### config.mk
export PLATFORM = sky130hd
export DESIGN_NAME = tick_enable_gen
export DESIGN_NICKNAME = d
export VERILOG_FILES = /design/src/rtl/tick_gen_pkg.sv /design/src/rtl/tick_cfg_regs.sv /design/src/rtl/tick_prescaler.sv /design/src/rtl/tick_chan_div.sv /design/src/rtl/tick_enable_gen.sv
export SDC_FILE = /design/constraint.sdc
export NUM_CORES = 1
export LEC_CHECK = 0
export BUFFER_PORTS_ARGS = -buffer_cell sky130_fd_sc_hd__buf_2
export CAP_MARGIN = 20
export CORE_ASPECT_RATIO = 0.8
export CORE_UTILIZATION = 60
export CTS_CLUSTER_SIZE = 24
export DETAILED_ROUTE_END_ITERATION = 8
export HOLD_SLACK_MARGIN = 0.03
export PLACE_DENSITY = 0.8
export SKIP_CTS_REPAIR_TIMING = 1
export SYNTH_ARGS = -nofsm -noshare
export SYNTH_HDL_FRONTEND = slang
export SYNTH_SLANG_ARGS = --single-unit
### constraint.sdc
create_clock -name clk -period 6.45 [get_ports clk]
set_clock_uncertainty 0.1 [all_clocks]
set_input_delay 0.3225 -clock clk [delete_from_list [all_inputs] [get_ports clk]]
set_output_delay 0.3225 -clock clk [all_outputs]
set_load 0.1 [all_outputs]
### src/rtl/tick_gen_pkg.sv
package tick_gen_pkg;

  // Register select on the configuration write port.
  typedef enum logic [0:0] {
    CFG_PRESCALE = 1'b0,
    CFG_SELECT   = 1'b1
  } cfg_addr_e;

  // Index of the prescaler / external source serving a channel.
  function automatic int src_of(input int ch, input int low_group);
    return (ch < low_group) ? 0 : 1;
  endfunction

endpackage

### src/rtl/tick_cfg_regs.sv
module tick_cfg_regs #(
  parameter int DATA_W  = 32,
  parameter int PRE_BITS = 16,
  parameter int SEL_BITS = 20
) (
  input  logic                clk,
  input  logic                rst,
  input  logic                we_i,
  input  logic                addr_i,
  input  logic [DATA_W-1:0]   wdata_i,
  output logic [PRE_BITS-1:0] pre_fields_o,
  output logic [SEL_BITS-1:0] sel_fields_o
);
  import tick_gen_pkg::*;

  logic [PRE_BITS-1:0] pre_q;
  logic [SEL_BITS-1:0] sel_q;

  always_ff @(posedge clk) begin
    if (rst) begin
      pre_q <= '0;
      sel_q <= '0;
    end else if (we_i) begin
      if (addr_i == CFG_PRESCALE) pre_q <= wdata_i[PRE_BITS-1:0];
      else                        sel_q <= wdata_i[SEL_BITS-1:0];
    end
  end

  assign pre_fields_o = pre_q;
  assign sel_fields_o = sel_q;

  // prescaler register keeps its value unless a write to it occurred
  p_pre_hold_r4: assert property (@(posedge clk) disable iff (rst)
    !($past(we_i) && $past(addr_i) == CFG_PRESCALE) |-> $stable(pre_q));

endmodule

### src/rtl/tick_prescaler.sv
module tick_prescaler #(
  parameter int PRE_W = 8
) (
  input  logic             clk,
  input  logic             rst,
  input  logic [PRE_W-1:0] value_i,
  output logic             tick_o
);
  logic [PRE_W-1:0] cnt_q;
  logic [PRE_W-1:0] act_q;
  logic             tick_q;
  logic             wrap;

  assign wrap = (cnt_q == act_q);

  always_ff @(posedge clk) begin
    if (rst) begin
      cnt_q  <= '0;
      act_q  <= '0;
      tick_q <= 1'b0;
    end else if (wrap) begin
      cnt_q  <= '0;
      act_q  <= value_i;
      tick_q <= 1'b1;
    end else begin
      cnt_q  <= cnt_q + 1'b1;
      tick_q <= 1'b0;
    end
  end

  assign tick_o = tick_q;

  // counter never runs past the active terminal value
  p_cnt_bound_r9: assert property (@(posedge clk) disable iff (rst)
    cnt_q <= act_q);

  // active value changes only right after a terminal count
  p_reload_at_wrap_r9: assert property (@(posedge clk) disable iff (rst)
    (act_q != $past(act_q)) |-> $past(cnt_q == act_q));

  // a tick is only emitted after a wrap
  p_tick_after_wrap_r2: assert property (@(posedge clk) disable iff (rst)
    tick_q |-> (cnt_q == '0));

endmodule

### src/rtl/tick_chan_div.sv
module tick_chan_div #(
  parameter int SEL_W    = 4,
  parameter int MAX_CODE = 4,
  parameter int EXT_CODE = 5,
  localparam int DCNT_W  = (MAX_CODE < 1) ? 1 : MAX_CODE
) (
  input  logic             clk,
  input  logic             rst,
  input  logic [SEL_W-1:0] sel_i,
  input  logic             pre_tick_i,
  input  logic             ext_i,
  output logic             tick_o
);
  logic              is_ext;
  logic [DCNT_W-1:0] lim;
  logic [DCNT_W-1:0] dcnt_q;
  logic              tick_q;

  always_comb begin
    is_ext = (sel_i == SEL_W'(EXT_CODE));
    if (sel_i <= SEL_W'(MAX_CODE)) lim = DCNT_W'((32'd1 << sel_i) - 32'd1);
    else                           lim = '0;
  end

  always_ff @(posedge clk) begin
    if (rst) begin
      dcnt_q <= '0;
      tick_q <= 1'b0;
    end else if (is_ext) begin
      dcnt_q <= '0;
      tick_q <= ext_i;
    end else if (pre_tick_i) begin
      if (dcnt_q >= lim) begin
        dcnt_q <= '0;
        tick_q <= 1'b1;
      end else begin
        dcnt_q <= dcnt_q + 1'b1;
        tick_q <= 1'b0;
      end
    end else begin
      tick_q <= 1'b0;
    end
  end

  assign tick_o = tick_q;

  // in external mode the strobe is the input delayed one cycle
  p_ext_follow_r7: assert property (@(posedge clk) disable iff (rst)
    $past(is_ext) |-> (tick_o == $past(ext_i)));

  // in divider mode a strobe needs a prescaled tick one cycle earlier
  p_div_needs_pre_r6: assert property (@(posedge clk) disable iff (rst)
    (!$past(is_ext) && tick_o) |-> $past(pre_tick_i));

endmodule

### src/rtl/tick_enable_gen.sv
module tick_enable_gen #(
  parameter int NUM_CH    = 5,
  parameter int LOW_GROUP = 2,
  parameter int PRE_W     = 8,
  parameter int SEL_W     = 4,
  parameter int MAX_CODE  = 4,
  parameter int EXT_CODE  = 5,
  parameter int DATA_W    = 32
) (
  input  logic              clk,
  input  logic              rst,
  input  logic              cfg_we,
  input  logic              cfg_addr,
  input  logic [DATA_W-1:0] cfg_wdata,
  input  logic [1:0]        ext_tick_i,
  output logic [NUM_CH-1:0] tick_o
);
  import tick_gen_pkg::*;

  localparam int NUM_SRC  = 2;
  localparam int PRE_BITS = NUM_SRC * PRE_W;
  localparam int SEL_BITS = NUM_CH * SEL_W;

  logic [PRE_BITS-1:0] pre_fields;
  logic [SEL_BITS-1:0] sel_fields;
  logic [NUM_SRC-1:0]  pre_tick;

  tick_cfg_regs #(
    .DATA_W  (DATA_W),
    .PRE_BITS(PRE_BITS),
    .SEL_BITS(SEL_BITS)
  ) u_regs (
    .clk         (clk),
    .rst         (rst),
    .we_i        (cfg_we),
    .addr_i      (cfg_addr),
    .wdata_i     (cfg_wdata),
    .pre_fields_o(pre_fields),
    .sel_fields_o(sel_fields)
  );

  for (genvar s = 0; s < NUM_SRC; s++) begin : g_pre
    tick_prescaler #(.PRE_W(PRE_W)) u_pre (
      .clk    (clk),
      .rst    (rst),
      .value_i(pre_fields[s*PRE_W +: PRE_W]),
      .tick_o (pre_tick[s])
    );
  end

  for (genvar c = 0; c < NUM_CH; c++) begin : g_ch
    localparam int SRC = src_of(c, LOW_GROUP);
    tick_chan_div #(
      .SEL_W   (SEL_W),
      .MAX_CODE(MAX_CODE),
      .EXT_CODE(EXT_CODE)
    ) u_div (
      .clk       (clk),
      .rst       (rst),
      .sel_i     (sel_fields[c*SEL_W +: SEL_W]),
      .pre_tick_i(pre_tick[SRC]),
      .ext_i     (ext_tick_i[SRC]),
      .tick_o    (tick_o[c])
    );
  end

  // no strobe leaves the block in the cycle after a reset cycle
  p_quiet_after_reset_r1: assert property (@(posedge clk)
    $past(rst) |-> (tick_o == '0));

endmodule

==> Word-level counts from Yosys, hierarchy flattened <==
Index checks and enable logic that the tools add are counted.
{ "word_totals": {"regBits": 95, "in_bits": 38, "output_inout_bits": 5, "word_cells": 89} }
{ "op_classes": {"n_addsub": 12, "order_cmp": 10, "eq_ne": 7, "shifts": 5, "n_mux": 27, "bitwise": 1, "n_reduce_logical": 9} }
{ "ops": {"columns": ["operator", "count"], "rows": [
  ["$mux 4", 10],
  ["$add 4x1->4 const B", 5],
  ["$eq 4x3->1 const B", 5],
  ["$ge 4x4->1", 5],
  ["$le 4x3->1 const B", 5],
  ["$shl 1x4->4 const A", 5],
  ["$sub 4x1->4 const B", 5],
  ["$mux 1", 17],
  ["$add 8x1->8 const B", 2],
  ["$eq 8x8->1", 2],
  ["$reduce_or 2->1", 7],
  ["$reduce_and 2->1", 2],
  ["$not 1->1", 1]
]} }

==> Depth between registers and ports, before layout <==
{ "logic_depth": {"ltp_word": 7, "mapped_depth": 13, "depth_no_buf": 12} }

==> Cells and area by module <==
From an unflattened synthesis, not the netlist that was laid out.
{ "unflattened": {"cells_unflattened": 577, "area_unflattened_um2": 5317.6} }
{ "modules_own_cells": {"columns": ["module", "instances", "cells_each", "area_each_um2", "seq_area_each_um2"], "rows": [
  ["tick_chan_div", 5, 56, 440.4, 100.1],
  ["tick_prescaler", 2, 77, 792.0, 340.3],
  ["tick_cfg_regs", 1, 143, 1531.5, 720.7]
]} }

==> Worst setup path after synthesis <==
Ideal clock, no wire load.
{ "synth_path": {"path_type": "reg-to-reg", "start": "register u_regs.sel_q[18], in the netlist u_regs.sel_fields_o[18]", "end": "register g_ch[4].u_div.dcnt_q[0]", "setup_time_ns": 0.064, "arrival_ns": 1.966, "required_time_ns": 6.286, "slack_ns": 4.320, "path_stages_with_launch": 14, "path_buffers": 1, "period_less_slack_ns": 2.130, "cell_sequence": "dfxtp_1 -> clkbuf_1 -> nor2_1 -> nand3b_1 -> ha_1 -> nor2_1 -> mux2i_1 -> o21ai_0 -> nand2b_1 -> ha_1 -> a21o_1 -> a211oi_1 -> o21ai_1 -> nor2_1"} }
{ "synth_via": {"elab_chain_len": 5, "elab_cells_between_ends": 8, "classes_between": "add/sub: 1; order compare: 2; eq/ne: 1; shift: 1; mux: 2; reduce/logical: 1"} }
{ "synth_rtl": {"columns": ["element", "line_no", "source"], "rows": [
  ["start, declared", "tick_cfg_regs.sv:17", "logic [SEL_BITS-1:0] sel_q;"],
  ["start signal, assigned", "tick_cfg_regs.sv:25", "else sel_q <= wdata_i[SEL_BITS-1:0];"],
  ["$shl 1x4->4", "tick_chan_div.sv:21", "if (sel_i <= SEL_W'(MAX_CODE)) lim = DCNT_W'((32'd1 << sel_i) - 32'd1);"],
  ["$sub 4x1->4", "tick_chan_div.sv:21", null],
  ["$mux 4", "tick_chan_div.sv:21", null],
  ["$ge 4x4->1", "tick_chan_div.sv:33", "if (dcnt_q >= lim) begin"],
  ["$mux 4", "tick_chan_div.sv:33", null],
  ["end signal, assigned", "tick_chan_div.sv:37", "dcnt_q <= dcnt_q + 1'b1;"],
  ["end, declared", "tick_chan_div.sv:16", "logic [DCNT_W-1:0] dcnt_q;"]
]} }
Several ways; a longest one is shown, not always the timed one.
A chain may end at the register's enable or synchronous reset.

==> Worst setup path in the final report <==
{ "layout_path": {"start": "register u_regs.sel_q[14], in the netlist u_regs.sel_fields_o[14]", "end": "register g_ch[3].u_div.dcnt_q[2]"} }
{ "layout_via": {"elab_chain_len": 5, "elab_cells_between_ends": 8, "classes_between": "add/sub: 1; order compare: 2; eq/ne: 1; shift: 1; mux: 2; reduce/logical: 1"} }
{ "layout_rtl": {"columns": ["element", "line_no"], "rows": [
  ["$shl 1x4->4", "tick_chan_div.sv:21"],
  ["$sub 4x1->4", "tick_chan_div.sv:21"],
  ["$mux 4", "tick_chan_div.sv:21"],
  ["$ge 4x4->1", "tick_chan_div.sv:33"],
  ["$mux 4", "tick_chan_div.sv:33"],
  ["end signal, assigned", "tick_chan_div.sv:37"],
  ["end, declared", "tick_chan_div.sv:16"]
]} }
Several ways; a longest one is shown, not always the timed one.

==> results.cfg <==
[route]
avgRoutedWirePerCell_um = 13.0
vias = 3839
drt_iter0_drc = 146
routed_wl_um = 9090
via_per_inst = 5.50
dr.pass1.iters = 4
final_antenna_net_count = 0
drc_errors = 0

[cells_and_area]
fillers = 670
area_growth_syn_to_layout_pct = 6.69
final_cell_count_no_fill = 698
antenna_cells = 0
final_nets = 655
drive_gt1_share_pct = 9.49

[critical_path]
critPathRequiredTime_ns = 6.65
path_class = reg -> reg
crit_end = g_ch[3].u_div.dcnt_q[2]
cp_slowest_cell = dfxtp_1
startpoint = u_regs.sel_fields_o[14]
worst_r2r_path_depth = 12
crit_fanout = 8
worstPathCellList = nor2_1, nand3b_1, ha_1, nor2_1, mux2i_1, o21ai_0, nand2b_1, ha_1, a21o_1, a211oi_1, o21ai_1, nor2_1
r2r_end = g_ch[3].u_div.dcnt_q[2]
path_common_cell = nor2_1
critPathArrivalTime_ns = 2.63
r2r_slack_ns = 4.02
worstSetupStartpointType = flop
critical-path-max-stage-delay_ns = 0.38
cp-end-kind = flop
r2r_start = u_regs.sel_fields_o[14]

[floorplanning]
coreArea_mm2 = 0.00791
io_pins = 43
chipHeight_um = 82.8
die_w_um = 103
dieArea_mm2 = 0.00854
start_util_pct = 62.0
rows = 29

[sta]
max_freq_mhz = 412
slew_viol_final = 0
final.period_utilization_pct = 37.6
hold_violations = 0
min_period_ns = 2.43
setup_viol = 0
slew_headroom_pct = 28.9
rsz0062_at_grt = false
max_slew.worst_pin.slew_ns = 1.06
tns_ns = 0
setup_slack_ns = 4.02

[synth]
netlist_area_mm2 = 0.00490
synth_flop_cell = dfxtp_1
yosysWarningCount = 0
syn_nets = 642
synth_cell_types = 35
syn_inst = 572
synth.yosys.seq_area_share_pct = 38.8
async_reset_ff_share_pct = 0
synth-edff-count = 0
ys_seq_elements = 95
synth_area_per_cell_um2 = 8.57

[global_routing]
grt_pass1_wl_um = 15500
use_met1_pct = 29.2
grt_max_degree = 96
grt_overflow = 0
grt_util_met3_pct = 6.06
grt_pass1_vias = 3556
top_usage_layer = met2
grt_use_met2_pct = 37.8
track_usage_pct = 23.0
antenna_found_initial = 0

[min_path]
hp-class = in -> reg

[cts]
cts_buffers = 9
cts_tree = done
cts_sinks = 95
htree_levels = 3
cts_buffer_depth = 2
clk_latency_ns = 0.36
cts-root-buf = clkbuf_8
path_clk_slew_ns = 0.09

[pwr]
power.density_mw_per_mm2 = 304
p_leak_nw = 2.07
irDropWorstVdd_mv = 0.208

[placed_design]
io_buffers = 30
place_hpwl_um = 6490
pre_cts_ws_ns = 4.04
placed_cells = 682
gp_congestion = 0.764

[status]
run_status = finished clean

[job]
cap_violations = 0
## cells in the mapped netlist, types with 5 or more instances
cell      number  area, um2
dfxtp_1       95       1900
nand2_1       94        353
nor2_1        48        180
nand2b_1      44        275
a21oi_1       43        215
ha_1          32        400
mux2i_1       25        250
xnor2_1       22        193
xor2_1        21        184
nor3_1        20        100
nand3_1       15       75.1
nand3b_1      13       97.6
buf_2         12       60.1
clkbuf_1      10       37.5
o21ai_0       10       50.1
nand4_1        7       43.8
inv_1          6       22.5
nor3b_1        6       45.0
a22o_1         5       43.8
and4bb_2       5       62.6
buf_4          5       37.5
## per-layer routing
layer  vias up  part of all wire, %
li1       1967                    -
met4         0                  1.4
met5         -                    0
met1      1787                   46
met2        69                   48
met3        16                  3.9
## stage by stage
step / hold slack, ns / util [%] / total power, mW / area, um2
2_1_floorplan: 0.337 / - / 1.15 / 4900
3_3_place_gp: 0.345 / 63.6 / 1.19 / 5030
3_5_place_dp: 0.350 / 63.6 / 1.21 / 5030
4_1_cts: 0.0775 / 66.1 / 1.60 / 5230
5_1_grt: 0.0745 / 66.1 / 1.69 / 5230
6_report: 0.0925 / 66.1 / 1.59 / 5230
## how the worst min path moves through the flow
stage | from | to | slack (ns) | depth (start not counted)
3_3_place_gp | u_regs.pre_fields_o[0] | u_regs.pre_fields_o[0] | 0.35 | 2
3_5_place_dp | u_regs.pre_fields_o[4] | u_regs.pre_fields_o[4] | 0.35 | 2
5_1_grt | cfg_wdata[14] | u_regs.pre_fields_o[14] | 0.07 | 3
4_1_cts | cfg_wdata[16] | u_regs.sel_fields_o[16] | 0.08 | 3
2_1_floorplan | u_regs.pre_fields_o[0] | u_regs.pre_fields_o[0] | 0.34 | 2
6_report | cfg_wdata[16] | u_regs.sel_fields_o[16] | 0.09 | 3
## state kept, by name, summed over array words and instances (netlist names)
register / cells
u_regs.pre_fields_o: 16
g_ch.u_div.dcnt_q: 20
g_pre.u_pre.tick_o: 2
g_ch.u_div.tick_o: 5
u_regs.sel_fields_o: 20
g_pre.u_pre.act_q: 16
g_pre.u_pre.cnt_q: 16
## cells in the final DEF, fill, tap and decap left out, types with 4 or more instances in the layout
master	count
dfxtp_1	95
nand2_1	94
nor2_1	48
nand2b_1	44
a21oi_1	43
ha_1	32
buf_2	30
mux2i_1	25
xnor2_1	22
xor2_1	21
nor3_1	20
nand3_1	15
nand3b_1	13
o21ai_0	10
clkbuf_8	9
nand4_1	7
inv_1	6
nor3b_1	6
and4bb_2	5
a22o_1	5
nor2b_1	4
and3_1	4
a21o_1	4
o21bai_1	4
a211oi_1	4
o21ai_1	4
clkinvlp_4	4
## layout make-up
class | instances | area [um2] | share of cell area [%]
Clock inverter | 6 | 68.8 | 1.32
Timing Repair Buffer | 31 | 158 | 3.01
Multi-Input combinational cell | 442 | 2820 | 53.9
Tap cell | 108 | 135 | 2.58
Sequential cell | 95 | 1900 | 36.4
Clock buffer | 10 | 128 | 2.44
Inverter | 6 | 22.5 | 0.431
## worst max-delay path, delay by kind of cell (launching register included)
family / cells / cell delay [ns]
AO/OA/AOI/OAI: 4 / 0.80
AND/OR/NAND/NOR: 5 / 0.57
adder cells (fa/ha/maj): 2 / 0.42
flip-flops: 1 / 0.38
multiplexers: 1 / 0.09
## report_power, final
group          total (mW)  switching (mW)  internal [mW]
logic               0.462           0.267          0.194
clock network       0.391           0.211          0.181
registers           0.739          0.0897          0.649
total                1.59           0.568           1.02
## logic make-up (layout without fill, tap and decap cells)
group	after synthesis	count (layout)	share of synthesized area (%)
AO/OA/AOI/OAI	76	76	8.91
XOR/XNOR	44	44	8.01
adder cells (fa/ha/maj)	32	32	8.17
buffers and inverters	35	53	3.75
flip-flops	95	95	38.8
multiplexers	25	25	5.10
AND/OR/NAND/NOR	265	265	27.3
No activity file was read; power rests on OpenSTA's default activity.
